## config.mk

```make
export PLATFORM = sky130hd
export DESIGN_NAME = dacbank_top
export DESIGN_NICKNAME = d
export VERILOG_FILES = /design/src/rtl/dacbank_pkg.sv /design/src/rtl/dacbank_wdec.sv /design/src/rtl/dacbank_stage.sv /design/src/rtl/dacbank_out.sv /design/src/rtl/dacbank_rdport.sv /design/src/rtl/dacbank_top.sv
export SDC_FILE = /design/constraint.sdc
export NUM_CORES = 1
export LEC_CHECK = 0
export BUFFER_PORTS_ARGS = -buffer_cell sky130_fd_sc_hd__buf_2
export CAP_MARGIN = 15
export CORE_MARGIN = 1
export CORE_UTILIZATION = 63
export DETAILED_ROUTE_END_ITERATION = 10
export PLACE_DENSITY = 0.84
export SLEW_MARGIN = 20
export SYNTH_ARGS = -nofsm -noshare
export SYNTH_HDL_FRONTEND = slang
export SYNTH_HIERARCHICAL = 1
export SYNTH_SLANG_ARGS = --single-unit
```

## constraint.sdc

```tcl
create_clock -name clk -period 5.4 [get_ports clk]
set_input_delay 1.08 -clock clk [delete_from_list [all_inputs] [get_ports clk]]
set_output_delay 1.08 -clock clk [all_outputs]
set_load 0.05 [all_outputs]
```

## src/rtl/dacbank_pkg.sv

```systemverilog
package dacbank_pkg;

    localparam int CH_COUNT = 16;
    localparam int CODE_W   = 8;

    // Source of the readback path
    typedef enum logic {
        RB_STAGE  = 1'b0,
        RB_OUTPUT = 1'b1
    } rb_src_e;

    // Reset code: zero-scale or mid-scale
    function automatic logic [CODE_W-1:0] reset_code(input bit mid);
        logic [CODE_W-1:0] c;
        c = '0;
        if (mid) c[CODE_W-1] = 1'b1;
        return c;
    endfunction

endpackage

```

## src/rtl/dacbank_wdec.sv

```systemverilog
module dacbank_wdec #(
    parameter int NCH = 16,
    localparam int AW = $clog2(NCH)
) (
    input  logic          wr_en,
    input  logic [AW-1:0] addr,
    output logic [NCH-1:0] lane_we
);
    for (genvar i = 0; i < NCH; i++) begin : g_dec
        assign lane_we[i] = wr_en && (addr == AW'(i));
    end
endmodule

```

## src/rtl/dacbank_stage.sv

```systemverilog
module dacbank_stage #(
    parameter int NCH = 16,
    parameter int DW  = 8,
    parameter logic [DW-1:0] RST_CODE = '0
) (
    input  logic              clk,
    input  logic              rst,
    input  logic [NCH-1:0]    lane_we,
    input  logic [DW-1:0]     wdata,
    output logic [NCH*DW-1:0] stage_next,
    output logic [NCH*DW-1:0] stage_q
);
    for (genvar i = 0; i < NCH; i++) begin : g_lane
        assign stage_next[i*DW +: DW] = lane_we[i] ? wdata : stage_q[i*DW +: DW];

        always_ff @(posedge clk) begin
            if (rst) stage_q[i*DW +: DW] <= RST_CODE;
            else     stage_q[i*DW +: DW] <= stage_next[i*DW +: DW];
        end
    end
endmodule

```

## src/rtl/dacbank_out.sv

```systemverilog
module dacbank_out #(
    parameter int NCH = 16,
    parameter int DW  = 8,
    parameter logic [DW-1:0] RST_CODE = '0
) (
    input  logic              clk,
    input  logic              rst,
    input  logic              load_n,
    input  logic [NCH*DW-1:0] stage_next,
    output logic [NCH*DW-1:0] out_q
);
    for (genvar i = 0; i < NCH; i++) begin : g_lane
        always_ff @(posedge clk) begin
            if (rst)         out_q[i*DW +: DW] <= RST_CODE;
            else if (!load_n) out_q[i*DW +: DW] <= stage_next[i*DW +: DW];
        end
    end
endmodule

```

## src/rtl/dacbank_rdport.sv

```systemverilog
module dacbank_rdport
    import dacbank_pkg::*;
#(
    parameter int NCH = 16,
    parameter int DW  = 8,
    localparam int AW = $clog2(NCH)
) (
    input  logic              clk,
    input  logic              rst,
    input  logic              rd_en,
    input  rb_src_e           src,
    input  logic [AW-1:0]     addr,
    input  logic [NCH*DW-1:0] stage_q,
    input  logic [NCH*DW-1:0] out_q,
    output logic [DW-1:0]     rdata
);
    logic [DW-1:0] sel_stage;
    logic [DW-1:0] sel_out;

    always_comb begin
        sel_stage = stage_q[addr*DW +: DW];
        sel_out   = out_q[addr*DW +: DW];
    end

    always_ff @(posedge clk) begin
        if (rst) begin
            rdata <= '0;
        end else if (rd_en) begin
            unique case (src)
                RB_STAGE:  rdata <= sel_stage;
                RB_OUTPUT: rdata <= sel_out;
                default:   rdata <= sel_stage;
            endcase
        end
    end
endmodule

```

## src/rtl/dacbank_top.sv

```systemverilog
module dacbank_top
    import dacbank_pkg::*;
#(
    parameter int NCH       = CH_COUNT,
    parameter int DW        = CODE_W,
    parameter bit MID_SCALE = 1'b0,
    localparam int AW       = $clog2(NCH),
    localparam logic [DW-1:0] RST_CODE = MID_SCALE ? DW'(1) << (DW-1) : '0
) (
    input  logic              clk,
    input  logic              rst,
    input  logic [AW-1:0]     addr,
    input  logic              wr_en,
    input  logic [DW-1:0]     wdata,
    input  logic              rd_en,
    input  logic              rb_sel,
    input  logic              load_n,
    output logic [DW-1:0]     rdata,
    output logic [NCH*DW-1:0] dac_codes
);
    logic [NCH-1:0]    lane_we;
    logic [NCH*DW-1:0] stage_next;
    logic [NCH*DW-1:0] stage_q;
    logic [NCH*DW-1:0] out_q;
    rb_src_e           src;

    assign src = rb_sel ? RB_OUTPUT : RB_STAGE;

    dacbank_wdec #(.NCH(NCH)) u_wdec (
        .wr_en  (wr_en),
        .addr   (addr),
        .lane_we(lane_we)
    );

    dacbank_stage #(.NCH(NCH), .DW(DW), .RST_CODE(RST_CODE)) u_stage (
        .clk       (clk),
        .rst       (rst),
        .lane_we   (lane_we),
        .wdata     (wdata),
        .stage_next(stage_next),
        .stage_q   (stage_q)
    );

    dacbank_out #(.NCH(NCH), .DW(DW), .RST_CODE(RST_CODE)) u_out (
        .clk       (clk),
        .rst       (rst),
        .load_n    (load_n),
        .stage_next(stage_next),
        .out_q     (out_q)
    );

    dacbank_rdport #(.NCH(NCH), .DW(DW)) u_rd (
        .clk    (clk),
        .rst    (rst),
        .rd_en  (rd_en),
        .src    (src),
        .addr   (addr),
        .stage_q(stage_q),
        .out_q  (out_q),
        .rdata  (rdata)
    );

    assign dac_codes = out_q;
endmodule

```

==> metrics <==
Hold Vio Cnt, Final=0; initial antenna violation count=5; Avg Inst Size Synth=11.0 sq um; die width=144 um; DRT iter0 DRCs=778; global-route wire length before repair=49300 um; GRT Util Overall=31.3%; row cnt=51; Slew Limit Fails=0; crit start category=input pin; drt drc=0; Worst-path clk slew=0.06 ns; Syn Nets=1174; Least-Margin Pin Slew=1.16 ns; IO Count=154; max-cap viol count=0; commonest non-fill, non-tap cell in the layout=dfxtp_1; synth unique cells=26; layout cells sized above 1=26.9%; Hold WS=0.525 ns; Port Buf Inserts=153; number of synthesis warnings=6; Required @ worst endpoint=5.82 ns; Worst R2R Start=u_out/out_q[18]$_SDFFE_PP0N_; GRT overflow=0; area grow syn2layout=9.98%; Slew headroom=22.1%; Worst setup startpoint=rb_sel; Final HPWL DP=20800 um; Worst Path Arrival=3.69 ns; Chip Height=144 um; Cells after Synth=1156; WL/cell=21.5 um; CP endpoint kind=register; HP Start=u_rd/rdata[5]$_SDFFE_PP0P_; Final period util=60.5%; cts hold-fix bufs=0; Synth area leader=dfxtp_1; netlist area before placement=12700 sq um; post-CTS sizing=0; register area share after synthesis=41.7%; final WL=33000 um; Critical Path Fanout Max=65; Post-CTS Setup Repair Bufs=0; antenna viol nets, final=0; worst min path class=register to register; Final Setup Violations=0; multi-input logic area=6580 sq um; routed vias=9110; Yosys top cell area share=41.7%; Pwr per Cell Area=306 nW/um^2; drt first pass iters=5; nets=1264; Filler cells=1428; CTS buffer count=27; Clock Tree Root=clkbuf_16; H-tree Lvls=1; maximum buffer depth of the clock tree=3; number of global-route vias before repair=8657; min Tclk post-route=3.27 ns; clock skew=0.00971 ns; Peak VDD IR=0.233 mV; die area=20700 sq um; starting density of the core=64.7%; Max Freq=306 MHz; core area=19600 sq um; status=complete, no violations; Synth Register Bits=264; static leakage=0.00644 uW; GPL Wtd Cong=0.860; most frequent cells in the layout=dfxtp_1, mux2i_1, buf_2; clk sinks=264; Synth area leaders=dfxtp_1, mux2i_1, mux2_4, nor2b_1, nor2_1; vias per cell=5.95; CTS tree=built; CP Class=input pin to register; TNS Setup=0 ns; Register Area=5290 sq um; RSZ-0062 raised after global routing=false; Tot Pwr=4270 uW; Clock Latency Late Sink=0.53 ns; largest net degree at the start of global routing=151
## per-stage QoR
step / utilization, % / setup WS [ns] / instances / instance area [sq um]
final: 71.2 / 2.13 / 1532 / 13900
after global routing: 71.2 / 2.14 / 1530 / 13900
after CTS: 71.1 / 2.28 / 1530 / 13900
after detailed placement: 66.6 / 1.81 / 1482 / 13100
after global placement: 66.6 / 1.87 / 1482 / 13100
after floorplan: - / 2.85 / 1156 / 12700
## cells in the mapped netlist
master    number
or3b_4         1
or4_1          8
mux2i_1      256
nor2_1       149
a21oi_1       32
or2_2          1
buf_2          4
a211oi_1       8
nor2b_1      125
nand2b_1       4
nor3_1         3
buf_6         28
nor3_2         1
nand3b_1       2
and2b_1        5
buf_1          4
nand2_1        2
buf_12        13
dfxtp_1      264
mux2_4        80
nand3_1        1
buf_4         12
clkbuf_1      40
a22oi_1       64
mux2_2        48
and2_1         1
## layer usage
layer / up-vias / routed length (um) / part of all wire [%] / global-route usage [%]
li1: 4190 / - / - / -
met4: 4 / 1070 / 3.2 / 12.5
met5: - / 20 / 0.061 / 0
met1: 4467 / 14000 / 42 / 41.0
met2: 378 / 15400 / 47 / 50.5
met3: 71 / 2510 / 7.6 / 6.10
## path summary, 6_finish.rpt
path,end,slack (ns),cells after the start
setup / recovery,u_rd/rdata[2]$_SDFFE_PP0P_,2.13,7
hold / removal,u_rd/rdata[5]$_SDFFE_PP0P_,0.53,2
setup reg to reg,u_rd/rdata[2]$_SDFFE_PP0P_,3.52,5
hold reg to reg,u_rd/rdata[5]$_SDFFE_PP0P_,0.53,2
## worst max-delay path, stage by stage
cell and delay, ns:
buf_6 0.60, buf_4 0.50, mux2i_1 0.16, a22oi_1 0.30
a21oi_1 0.20, or4_1 0.55, a211oi_1 0.24
## registers in the layout, indices dropped and copies added, names as in the netlist
signal,cells
u_rd/rdata,8
u_out/out_q,128
u_stage/stage_q,128
## layout make-up
| cell class | instances | area share [%] |
|---|---|---|
| Clock buffer | 38 | 5.43 |
| Sequential cell | 264 | 37.9 |
| Antenna cell | 2 | 0.0359 |
| Tap cell | 265 | 2.38 |
| Clock inverter | 10 | 0.897 |
| Timing Repair Buffer | 162 | 6.20 |
| Multi-Input combinational cell | 791 | 47.2 |
## kinds of logic after synthesis
| group | after synthesis | synth area share (%) |
|---|---|---|
| muxes | 384 | 33.9 |
| and+or+nand+nor | 303 | 12.1 |
| DFF | 264 | 41.7 |
| AOI/OAI and AO/OA | 104 | 5.53 |
| buffers and inverters | 101 | 6.71 |
## power by group
group          switching (uW)  total (uW)  internal [uW]
clock                     755        1870           1120
sequential               23.3        2000           1970
combinational             263         403            139
Power figures use the tool's default switching activity.
